--- config.mk ---
export PLATFORM = sky130hd
export DESIGN_NAME = serial_rx_filtered
export DESIGN_NICKNAME = d
export VERILOG_FILES = /design/src/rtl/serial_rx_pkg.sv /design/src/rtl/rx_line_sync.sv /design/src/rtl/rx_async_frame.sv /design/src/rtl/rx_shift_frame.sv /design/src/rtl/rx_holding.sv /design/src/rtl/serial_rx_filtered.sv
export SDC_FILE = /design/constraint.sdc
export NUM_CORES = 1
export LEC_CHECK = 0
export BUFFER_PORTS_ARGS = -buffer_cell sky130_fd_sc_hd__buf_4
export CORE_ASPECT_RATIO = 1.5
export CORE_UTILIZATION = 34
export CTS_CLUSTER_DIAMETER = 100
export DETAILED_ROUTE_END_ITERATION = 6
export PLACE_DENSITY = 0.55
export SYNTH_ARGS = -nofsm -noshare
export SYNTH_HDL_FRONTEND = slang
export SYNTH_HIERARCHICAL = 1
export SYNTH_SLANG_ARGS = --single-unit
--- constraint.sdc ---
create_clock -name clk -period 1.82 [get_ports clk]
set_input_delay 0.091 -clock clk [delete_from_list [all_inputs] [get_ports clk]]
set_output_delay 0.091 -clock clk [all_outputs]
set_load 0.02 [all_outputs]
--- src/rtl/serial_rx_pkg.sv ---
package serial_rx_pkg;

  localparam logic [1:0] MODE_SHIFT = 2'd0;
  localparam logic [1:0] MODE_ASYNC10 = 2'd1;

  // 2-of-3 majority of the three mid-bit samples
  function automatic logic vote3(input logic a, input logic b, input logic c);
    return (a & b) | (a & c) | (b & c);
  endfunction

  // index of the last bit slot of a frame: start=0, data 1..dw, then ninth/stop
  function automatic int frame_last(input logic nine, input int dw);
    return dw + (nine ? 2 : 1);
  endfunction

  // whether a completed frame may raise the done flag
  function automatic logic report_ok(input logic [1:0] md, input logic filt,
                                     input logic b9);
    if (md == MODE_SHIFT) return 1'b1;
    return !filt || b9;
  endfunction

endpackage

--- src/rtl/rx_line_sync.sv ---
module rx_line_sync #(
  parameter int STAGES = 2
) (
  input  logic clk,
  input  logic rst_n,
  input  logic d,
  output logic q
);
  logic [STAGES-1:0] chain;

  for (genvar i = 0; i < STAGES; i++) begin : g_stage
    if (i == 0) begin : g_first
      always_ff @(posedge clk or negedge rst_n)
        if (!rst_n) chain[i] <= 1'b1;
        else        chain[i] <= d;
    end else begin : g_next
      always_ff @(posedge clk or negedge rst_n)
        if (!rst_n) chain[i] <= 1'b1;
        else        chain[i] <= chain[i-1];
    end
  end

  assign q = chain[STAGES-1];
endmodule

--- src/rtl/rx_async_frame.sv ---
module rx_async_frame
  import serial_rx_pkg::*;
#(
  parameter int OVS = 16,
  parameter int DW  = 8
) (
  input  logic          clk,
  input  logic          rst_n,
  input  logic          start_ok,
  input  logic          nine_bit,
  input  logic          tick,
  input  logic          line,
  output logic          done,
  output logic [DW-1:0] data,
  output logic          bit9,
  output logic          busy
);
  localparam int SCW = $clog2(OVS);
  localparam int BIW = $clog2(DW + 3);
  localparam logic [SCW-1:0] DECIDE = SCW'(OVS / 2 + 1);

  logic [SCW-1:0] sc;
  logic [BIW-1:0] bi;
  logic [1:0]     hist;
  logic [BIW-1:0] last_bi;
  logic           mid_pt;
  logic           vote_v;

  assign last_bi = BIW'(frame_last(nine_bit, DW));
  assign mid_pt  = tick && busy && (sc == DECIDE);
  assign vote_v  = vote3(hist[1], hist[0], line);

  always_ff @(posedge clk or negedge rst_n) begin
    if (!rst_n) begin
      busy <= 1'b0;
      sc   <= '0;
      bi   <= '0;
      hist <= 2'b11;
      data <= '0;
      bit9 <= 1'b0;
      done <= 1'b0;
    end else begin
      done <= 1'b0;
      if (tick) begin
        if (!busy) begin
          if (start_ok && !line) begin
            busy <= 1'b1;
            sc   <= SCW'(1);
            bi   <= '0;
          end
        end else begin
          hist <= {hist[0], line};
          sc   <= sc + 1'b1;
          if (sc == DECIDE) begin
            if (bi == '0) begin
              if (vote_v) busy <= 1'b0;
            end else if (bi <= BIW'(DW)) begin
              data <= {vote_v, data[DW-1:1]};
            end else if (bi == BIW'(DW + 1)) begin
              bit9 <= vote_v;
            end
            if (bi == last_bi) begin
              busy <= 1'b0;
              done <= 1'b1;
            end
            bi <= bi + 1'b1;
          end
        end
      end
    end
  end

  p_glitch_idle_r3: assert property (@(posedge clk) disable iff (!rst_n)
    (mid_pt && bi == '0 && vote_v) |=> !busy);
  p_done_at_mid_r3: assert property (@(posedge clk) disable iff (!rst_n)
    done |-> $past(mid_pt));
  p_done_pulse_r2: assert property (@(posedge clk) disable iff (!rst_n)
    done |=> !done);
endmodule

--- src/rtl/rx_shift_frame.sv ---
module rx_shift_frame #(
  parameter int DW = 8
) (
  input  logic          clk,
  input  logic          rst_n,
  input  logic          start_ok,
  input  logic          tick,
  input  logic          line,
  output logic          done,
  output logic [DW-1:0] data,
  output logic          sclk,
  output logic          busy
);
  localparam int CW = $clog2(DW);

  logic [CW-1:0] cnt;
  logic          phase;
  logic          rise_ev;

  assign rise_ev = busy && tick && phase;

  always_ff @(posedge clk or negedge rst_n) begin
    if (!rst_n) begin
      busy  <= 1'b0;
      phase <= 1'b0;
      cnt   <= '0;
      data  <= '0;
      sclk  <= 1'b1;
      done  <= 1'b0;
    end else begin
      done <= 1'b0;
      if (!busy) begin
        if (start_ok) begin
          busy  <= 1'b1;
          phase <= 1'b0;
          cnt   <= '0;
        end
      end else if (tick) begin
        if (!phase) begin
          sclk  <= 1'b0;
          phase <= 1'b1;
        end else begin
          sclk  <= 1'b1;
          phase <= 1'b0;
          data  <= {line, data[DW-1:1]};
          cnt   <= cnt + 1'b1;
          if (cnt == CW'(DW - 1)) begin
            busy <= 1'b0;
            done <= 1'b1;
          end
        end
      end
    end
  end

  p_sclk_idle_r10: assert property (@(posedge clk) disable iff (!rst_n)
    !busy |-> sclk);
  p_sample_on_rise_r10: assert property (@(posedge clk) disable iff (!rst_n)
    rise_ev |=> sclk);
endmodule

--- src/rtl/rx_holding.sv ---
module rx_holding
  import serial_rx_pkg::*;
#(
  parameter int DW = 8
) (
  input  logic          clk,
  input  logic          rst_n,
  input  logic          frame_done,
  input  logic [DW-1:0] frame_data,
  input  logic          frame_b9,
  input  logic [1:0]    mode,
  input  logic          mp_en,
  input  logic          clr,
  output logic [DW-1:0] hold_data,
  output logic          hold_b9,
  output logic          flag
);
  logic gate;
  logic accept;

  assign gate   = report_ok(mode, mp_en, frame_b9);
  assign accept = frame_done && gate && (!flag || clr);

  always_ff @(posedge clk or negedge rst_n) begin
    if (!rst_n) begin
      hold_data <= '0;
      hold_b9   <= 1'b0;
      flag      <= 1'b0;
    end else begin
      if (accept) begin
        hold_data <= frame_data;
        hold_b9   <= frame_b9;
        flag      <= 1'b1;
      end else if (clr) begin
        flag <= 1'b0;
      end
    end
  end

  p_suppress_keep_r7: assert property (@(posedge clk) disable iff (!rst_n)
    (frame_done && !gate) |=> ($stable(hold_data) && $stable(hold_b9)));
  p_overrun_keep_r8: assert property (@(posedge clk) disable iff (!rst_n)
    (frame_done && flag && !clr) |=> ($stable(hold_data) && flag));
  p_clear_low_r9: assert property (@(posedge clk) disable iff (!rst_n)
    (clr && !accept) |=> !flag);
  p_accept_high_r9: assert property (@(posedge clk) disable iff (!rst_n)
    accept |=> flag);
endmodule

--- src/rtl/serial_rx_filtered.sv ---
module serial_rx_filtered
  import serial_rx_pkg::*;
#(
  parameter int DW        = 8,
  parameter int OVS       = 16,
  parameter int SYNC_STGS = 2
) (
  input  logic          clk,
  input  logic          rst_n,
  input  logic          rx_en,
  input  logic [1:0]    mode,
  input  logic          mp_en,
  input  logic          done_clr,
  input  logic          os_tick,
  input  logic          m0_tick,
  input  logic          rxd,
  output logic          shift_clk,
  output logic [DW-1:0] rx_byte,
  output logic          rx_bit9,
  output logic          rx_done
);
  logic          line_s;
  logic          is_shift;
  logic          a_start, s_start;
  logic          a_done, s_done, a_b9, a_busy, s_busy;
  logic [DW-1:0] a_data, s_data;
  logic          f_done, f_b9;
  logic [DW-1:0] f_data;

  assign is_shift = (mode == MODE_SHIFT);
  assign a_start  = !is_shift && rx_en;
  assign s_start  = is_shift && rx_en && !rx_done && !s_done;

  rx_line_sync #(.STAGES(SYNC_STGS)) i_sync (
    .clk(clk), .rst_n(rst_n), .d(rxd), .q(line_s));

  rx_async_frame #(.OVS(OVS), .DW(DW)) i_async (
    .clk(clk), .rst_n(rst_n), .start_ok(a_start), .nine_bit(mode[1]),
    .tick(os_tick), .line(line_s), .done(a_done), .data(a_data),
    .bit9(a_b9), .busy(a_busy));

  rx_shift_frame #(.DW(DW)) i_shift (
    .clk(clk), .rst_n(rst_n), .start_ok(s_start), .tick(m0_tick),
    .line(line_s), .done(s_done), .data(s_data), .sclk(shift_clk),
    .busy(s_busy));

  assign f_done = a_done | s_done;
  assign f_data = is_shift ? s_data : a_data;
  assign f_b9   = is_shift ? 1'b0 : a_b9;

  rx_holding #(.DW(DW)) i_hold (
    .clk(clk), .rst_n(rst_n), .frame_done(f_done), .frame_data(f_data),
    .frame_b9(f_b9), .mode(mode), .mp_en(mp_en), .clr(done_clr),
    .hold_data(rx_byte), .hold_b9(rx_bit9), .flag(rx_done));

  p_m0_start_r10: assert property (@(posedge clk) disable iff (!rst_n)
    $rose(s_busy) |-> ($past(!rx_done) && $past(rx_en)));
  p_async_gated_r2: assert property (@(posedge clk) disable iff (!rst_n)
    $rose(a_busy) |-> $past(rx_en));
endmodule

Yosys cells after proc, flatten, opt, wreduce, memory -nomap -nowiden
Index checks and enable logic that the tools add are counted.
- input port bits: 10
- flip-flop bits (word level): 48
- output and inout bits: 11
- multiplexer cells: 41
- bitwise logic cells: 8
- equal/unequal tests: 7
- magnitude comparators: 1
- add/sub/neg operators: 4
- reduce and logical (&&, ||, !) cells: 28
- operator list (operator ; count):
    $mux W1 ; 30
    $mux W4 ; 5
    $mux W3 ; 4
    $reduce_and A3 Y1 ; 3
    $add A4 B1 Y4 const B ; 2
    $eq A4 B4 Y1 const B ; 2
    $mux W8 ; 1
    $reduce_and A2 Y1 ; 4
    $logic_and A1 B1 Y1 ; 7
    $ne A2 B2 Y1 const B ; 3
    $reduce_and A6 Y1 ; 1
    $reduce_bool A2 Y1 ; 3
    $logic_not A1 Y1 ; 5
    $reduce_and A5 Y1 ; 1
    $add A4 B4 Y4 const A ; 1
    $eq A4 B4 Y1 ; 1
    $le A4 B4 Y1 const B ; 1
    $logic_not A4 Y1 ; 1
    $add A3 B1 Y3 const B ; 1
    $and A1 B1 Y1 ; 3
    $eq A3 B3 Y1 const B ; 1
    $or A1 B1 Y1 ; 3
    $logic_not A2 Y1 ; 1
    $logic_or A1 B1 Y1 ; 2
    other kinds (2) ; 3

Logic depth before layout (Yosys ltp)
Gate-level depths: netlist of run 1.
- depth after elaboration: 8
- gate-level depth with buffers: 7

Modules after synthesis
The synthesis of run 1 kept the hierarchy.
- by module, submodules not included (module ; sequential area each (um^2) ; area each (um^2) ; cells each ; times used):
    rx_async_frame ; 528.0 ; 1018.5 ; 86 ; 1
    rx_shift_frame ; 376.6 ; 665.6 ; 50 ; 1
    rx_holding ; 250.2 ; 405.4 ; 25 ; 1
    serial_rx_filtered ; 0.0 ; 162.7 ; 15 ; 1
    rx_line_sync ; 52.6 ; 52.6 ; 2 ; 1

Worst setup path after synthesis of run 1
No wires, ideal clock.
- path kind: register to register
- start: register i_async.sc[1]
- end: register i_async.bit9
- data arrival time: 1.562 ns
- path slack: 0.130 ns
- required time: 1.692 ns
- cell stages (with the launch flop): 7
- cell sequence: dfrtp_1 inv_1 ha_1 nand3b_4 or3_4 nor3_2 mux2_1
- longest elaborated chain between the ends: 2
- ends and longest elaborated chain (item ; line ; text):
    from (decl) ; rx_async_frame.sv:22 ; logic [SCW-1:0] sc;
    from (signal assigned) ; rx_async_frame.sv:53 ; sc <= sc + 1'b1;
    $eq A4 B4 Y1 ; -- ;
    $reduce_and A6 Y1 (no line) ; -- ;
    to (signal assigned) ; rx_async_frame.sv:60 ; bit9 <= vote_v;
    to (decl) ; rx_async_frame.sv:15 ; output logic bit9,
Every way passes these cells.
A chain may end at the register's enable or synchronous reset.

Final worst setup path of run 1
- start: register i_async.sc[0]
- end: register i_async.bit9
The elaborated chain is that of the path after synthesis.

==> results of run 1 <==
==> Yosys cell counts, types with 2 or more instances <==
master    count  area (um2)
dfrtp_1      43        1080
mux2_2       28         315
nand2_1      15        56.3
nor2_1        8        30.0
o21ai_0       8        40.0
ha_1          7        87.6
mux2_4        7         105
dfstp_2       5         131
nor2b_1       4        25.0
a21oi_1       3        15.0
a22o_1        3        26.3
inv_1         3        11.3
o211ai_1      3        22.5
or3b_2        3        26.3
buf_2         2        10.0
mux2_1        2        22.5
mux2i_1       2        20.0
nand2_2       2        12.5
nand2b_1      2        12.5
nand3_1       2        10.0
nand4_1       2        12.5
nor3_1        2        10.0
xnor2_1       2        17.5
==> power by group through the flow <==
| stage | clock [mW] | sequential, mW | combinational [mW] |
|---|---|---|---|
| 5_1_grt | 0.879 | 1.67 | 1.11 |
| 2_1_floorplan | 0 | 1.60 | 0.711 |
| 4_1_cts | 0.823 | 1.63 | 0.972 |
| 3_3_place_gp | 0 | 1.64 | 0.943 |
| 3_5_place_dp | 0 | 1.65 | 0.962 |
| 6_report | 0.792 | 1.62 | 0.989 |
==> cell type report <==
type	count	area, um2
clock inverters	3	46.3
fillers	616	3810
inverters	3	11.3
well taps	76	95.1
flip-flops and latches	48	1210
multi-input cells	123	1060
repair buffers	30	230
clock buffers	5	68.8
==> sequential cells by signal, indices dropped and copies added (netlist names), 2 cells and up <==
name / flops
i_hold/hold_data: 8
i_async/sc: 4
i_shift/cnt: 3
i_async/data: 8
i_shift/data: 8
i_async/hist: 2
i_async/bi: 4
==> final timing paths <==
path,startpoint,end,slack (ps),cells after the start
worst max-delay path,i_async/sc[0],i_async/bit9,100,5
worst min-delay path,m0_tick,i_shift/sclk,90,3
worst max register to register,i_async/sc[0],i_async/bit9,100,5
worst min register to register,i_sync/chain[0],i_sync/q,360,0
max in group asynchronous,rst_n,i_async/done,1070,2
min in group asynchronous,rst_n,i_hold/hold_data[0],330,2
==> routing by layer <==
metal,up-vias,wire (um),GRT usage (%)
met1,728,1760,14.8
met4,0,76,5.81
met3,5,116,3.42
met2,16,2020,21.4
met5,-,0,0
li1,701,-,-
==> logic make-up after synthesis <==
| family | share of synthesized area, % |
|---|---|
| flops | 52.4 |
| simple gates | 14.6 |
| xor+xnor | 0.760 |
| fa+ha+maj | 4.23 |
| mux | 20.1 |
| compound gates | 6.19 |
| buf+inv | 1.74 |
==> worst register-to-register path, delay by kind of cell, from the launching register on <==
family	cells	cell delay, ps
mux	1	330
fa+ha+maj	1	220
flops	1	420
simple gates	3	640
==> timing repair <==
action,in CTS,in global routing
hold buffers,2,0
endpoints found under the setup margin,0,1
setup buffers,0,2
resized for setup,0,1
endpoints found under the hold margin,44,0
==> metrics by stage <==
stage          cell area, um2  setup WS [ps]  std cells  utilization (%)
6_report                 2720            104        288             41.6
5_1_grt                  2720           9.22        288             41.6
4_1_cts                  2700           57.2        286             41.4
3_5_place_dp             2570           70.0        276             39.3
3_3_place_gp             2570            104        276             39.3
2_1_floorplan            2300            130        178                -
==> results.toml, run 1 <==
[worst_setup_path]
cp_slowest_cell = "dfrtp_1"
path_cells = "ha_2 -> nand3b_4 -> or3_4 -> nor3_2 -> mux2_1"
path_max_fanout = 5
cp.required_ps = 2020
crit_buf_inv = 0
path_delay_family = "simple AND/OR/NAND/NOR gates"
slowest_delay_ps = 420
cp_data_arrival_time_ps = 1910
crit_type = "flip-flop to flip-flop"
startpoint_type = "flip-flop"
cp-end-kind = "flip-flop"

[finish]
layout.nets = 228
drive_gt1_share_pct = 42.5
final_common_cell = "dfrtp_1"
final_cell_mix = "dfrtp_1, mux2_2, buf_4, nand2_1"
diodes = 0
syn_to_final_growth_pct = 18.0

[sta]
rsz0062_at_grt = "false"
setup_tns_ps = 0
setup_viol = 0
fmax_ghz = 0.583
min_period_over_period_pct = 94.3
tightest_slew_ps = 613
max-slew-margin-rel_pct = 59.1
skew_ps = 7.65
period_needed_ps = 1720
hold_viol = 0
slew_viol_final = 0
fin_hold_ws_ps = 88.7

[logic_synthesis]
syn_avg_cell_area_um2 = 12.9
synth_warnings = 6
synth_seq_cells = 48
syn_area_um2 = 2300
syn_nets = 195
synth_edf_count = 0
synthCells = 178
synth_flop_cell = "dfrtp_1"
async_flop_share_pct = 100
seq_area_frac_synth_pct = 52.4
synth_cell_type_count = 43

[grt]
grt_start_max_net_pins = 49
antenna_found_initial = 0
grtUsageTotal_pct = 12.6
grt_pass1_vias = 1438
overflow = 0
grt_pass1_wl_um = 6930

[cts]
clk_pin_slew_ps = 100
cts_tree = "done"
clock_latency_ps = 310
numCtsBuffers = 5
numClockSinks = 48
cts_max_level = 2
root_buffer = "clkbuf_8"
clock_path_buffers = 2

[drt]
firstDrtPassIters = 4
viasPerCell = 5.03
drtIter0Drc = 87
drc = 0
totalWireLength_um = 3980
routed-via-count = 1450
wl_per_cell_um = 13.8
antenna_left = 0

[power_and_ir_drop]
seq_power_share_pct = 47.6
p_per_area_nw_per_um2 = 1250
switching_share_pct = 30.9
clockPowerShare_pct = 23.3
ir_worst_vdd_mv = 0.437
p_comb_share_pct = 29.1
finalPower_mw = 3.40
power_switching_mw = 1.05
power.leakage_nw = 1.28
p_int_mw = 2.35

[floorplanning]
chipWidth_um = 69.2
start_util_pct = 35.3
ios = 21
num_rows = 36
dieHeight_um = 103
core_um2 = 6530
fp.dieArea_um2 = 7120

[placed_design]
port-buffer-count = 20
gp_congestion = 0.746
dp_hpwl_um = 2810

[run]
maxCapViolCount = 0

[status]
status = "finished, final reports clean"

[worst_hold_path]
hp-class = "primary input to flip-flop"
Note: power is estimated with default switching activity, not from simulation.
==> run 2: changes to the inputs <==
--- a/config.mk
+++ b/config.mk
@@ -7,10 +7,12 @@
 export LEC_CHECK = 0
 export BUFFER_PORTS_ARGS = -buffer_cell sky130_fd_sc_hd__buf_4
 export CORE_ASPECT_RATIO = 1.5
-export CORE_UTILIZATION = 34
+export CORE_UTILIZATION = 50
 export CTS_CLUSTER_DIAMETER = 100
 export DETAILED_ROUTE_END_ITERATION = 6
-export PLACE_DENSITY = 0.55
+export GPL_ROUTABILITY_DRIVEN = 0
+export PLACE_DENSITY = 0.75
+export RECOVER_POWER = 25
 export SYNTH_ARGS = -nofsm -noshare
 export SYNTH_HDL_FRONTEND = slang
 export SYNTH_HIERARCHICAL = 1
==> results.toml, run 2 (synthesized netlist as in run 1, its figures left out) <==
[placed_design]
port-buffer-count = 20
dp_hpwl_um = 2980
place_area_um2 = 2510

[cts]
numCtsBuffers = 5
cts_max_level = 2
cts_tree = "done"
root_buffer = "clkbuf_8"
numClockSinks = 48
clock_latency_ps = 300
clock_path_buffers = 2
clk_pin_slew_ps = 90

[run]
maxCapViolCount = 0

[finish]
diodes = 0
final_common_cell = "dfrtp_1"
fin_area_um2 = 2660
postLayoutCoreUtil_pct = 61.5
drive_gt1_share_pct = 41.4
layout.nets = 226
final_cell_mix = "dfrtp_1, mux2_2, buf_4, nand2_1"
syn_to_final_growth_pct = 15.3
top_regs = "i_async/data (8), i_hold/hold_data (8), i_shift/data (8)"

[grt]
grt_pass1_vias = 1615
grt_pass1_wl_um = 7110
overflow = 0
grt_start_max_net_pins = 49
grtUsageTotal_pct = 18.8
antenna_found_initial = 0

[floorplanning]
dieHeight_um = 85.2
core_um2 = 4320
fp.dieArea_um2 = 4890
ios = 21
chipWidth_um = 57.4
start_util_pct = 53.4
num_rows = 29

[worst_setup_path]
cp.required_ps = 2010
timing.rr.end = "i_async/bit9"
cp_slowest_cell = "or3_4"
crit_buf_inv = 1
startpoint_type = "flip-flop"
reg2reg_slack_ps = 50
path_cells = "inv_1 -> ha_1 -> nand3b_4 -> or3_4 -> nor3_2 -> mux2_1"
reg2reg_from = "i_async/sc[1]"
path_max_fanout = 5
slowest_delay_ps = 400
crit_type = "flip-flop to flip-flop"
cp_data_arrival_time_ps = 1960
cp-end-kind = "flip-flop"
path_delay_family = "simple AND/OR/NAND/NOR gates"
reg2reg_depth = 6

[status]
status = "complete, but fails checks"
violations = "DRC"

[drt]
firstDrtPassIters = 6
totalWireLength_um = 4210
drtIter0Drc = 59
antenna_left = 0
wl_per_cell_um = 16.5
viasPerCell = 5.68
drc = 3
routed-via-count = 1454

[sta]
skew_ps = 9.25
hold_viol = 0
slew_viol_final = 0
tightest_slew_ps = 1160
period_needed_ps = 1770
fin_hold_ws_ps = 113
max-slew-margin-rel_pct = 22.7
min_period_over_period_pct = 97.5
rsz0062_at_grt = "false"
fmax_ghz = 0.564
setup_viol = 0
setup_tns_ps = 0

[worst_hold_path]
hp-class = "primary input to flip-flop"
hold_end = "i_shift/sclk"
hold_depth = 3
min_from = "m0_tick"

[power_and_ir_drop]
p_per_area_nw_per_um2 = 1280
ir_worst_vdd_mv = 0.596
power.leakage_nw = 1.27
## run 2: changes by cell type in the layout (fill, tap and decap cells not counted), sizes merged
cell    delta
buf        -4
clkbuf     +2
clkinv     +1
inv        -1
## run 2: cell type report
class,count,area (um2)
clock buffers,5,68.8
clock inverters,3,42.5
fillers,366,1660
inverters,3,11.3
multi-input cells,123,1060
flip-flops and latches,48,1210
well taps,46,57.6
repair buffers,28,213
## run 2: power breakdown
group	switching, mW	internal, mW	leakage [nW]	total, mW
clock network	0.347	0.406	0.0541	0.753
registers	0.272	1.37	0.600	1.64
logic	0.445	0.555	0.618	1.00
total	1.06	2.33	1.27	3.39
## run 2: worst max-delay path by stage
stage                       start      endpoint  slack, ps  cells after the start
finish              i_async/sc[1]  i_async/bit9         50                      6
global route        i_async/sc[1]  i_async/bit9          6                      6
CTS                 i_async/sc[1]  i_async/bit9          2                      6
detailed placement  i_async/sc[1]  i_async/bit9         20                      6
global placement    i_async/sc[1]  i_async/bit9        100                      6
floorplan           i_async/sc[1]  i_async/bit9        130                      6
## run 2: worst reg2reg max path, cell delays in order, from the launching register on
cell      delay [ps]
dfrtp_1          390
inv_1             70
ha_1             200
nand3b_4         110
or3_4            400
nor3_2           170
mux2_1           330
## run 2: metal layers
metal | global-route usage (%) | vias up | share of wire (%) | wire length, um
li1 | - | 693 | - | -
met1 | 20.8 | 730 | 40 | 1700
met2 | 34.6 | 26 | 55 | 2330
met3 | 3.05 | 5 | 2.7 | 112
met4 | 8.20 | 0 | 1.5 | 65
met5 | 0 | - | 0 | 0
## run 2: timing repair
item	in CTS	in global routing
gates resized for setup	0	0
setup buffers	0	2
setup endpoints to repair	0	1
hold buffers	2	0
endpoints found under the hold margin	44	0
## run 2: per-stage QoR
stage	setup slack [ps]	cells	power [mW]
floorplan	130	178	2.32
global placement	102	244	2.52
detailed placement	20.4	244	2.63
CTS	1.92	254	3.40
global route	6.03	256	3.59
finish	45.9	256	3.39
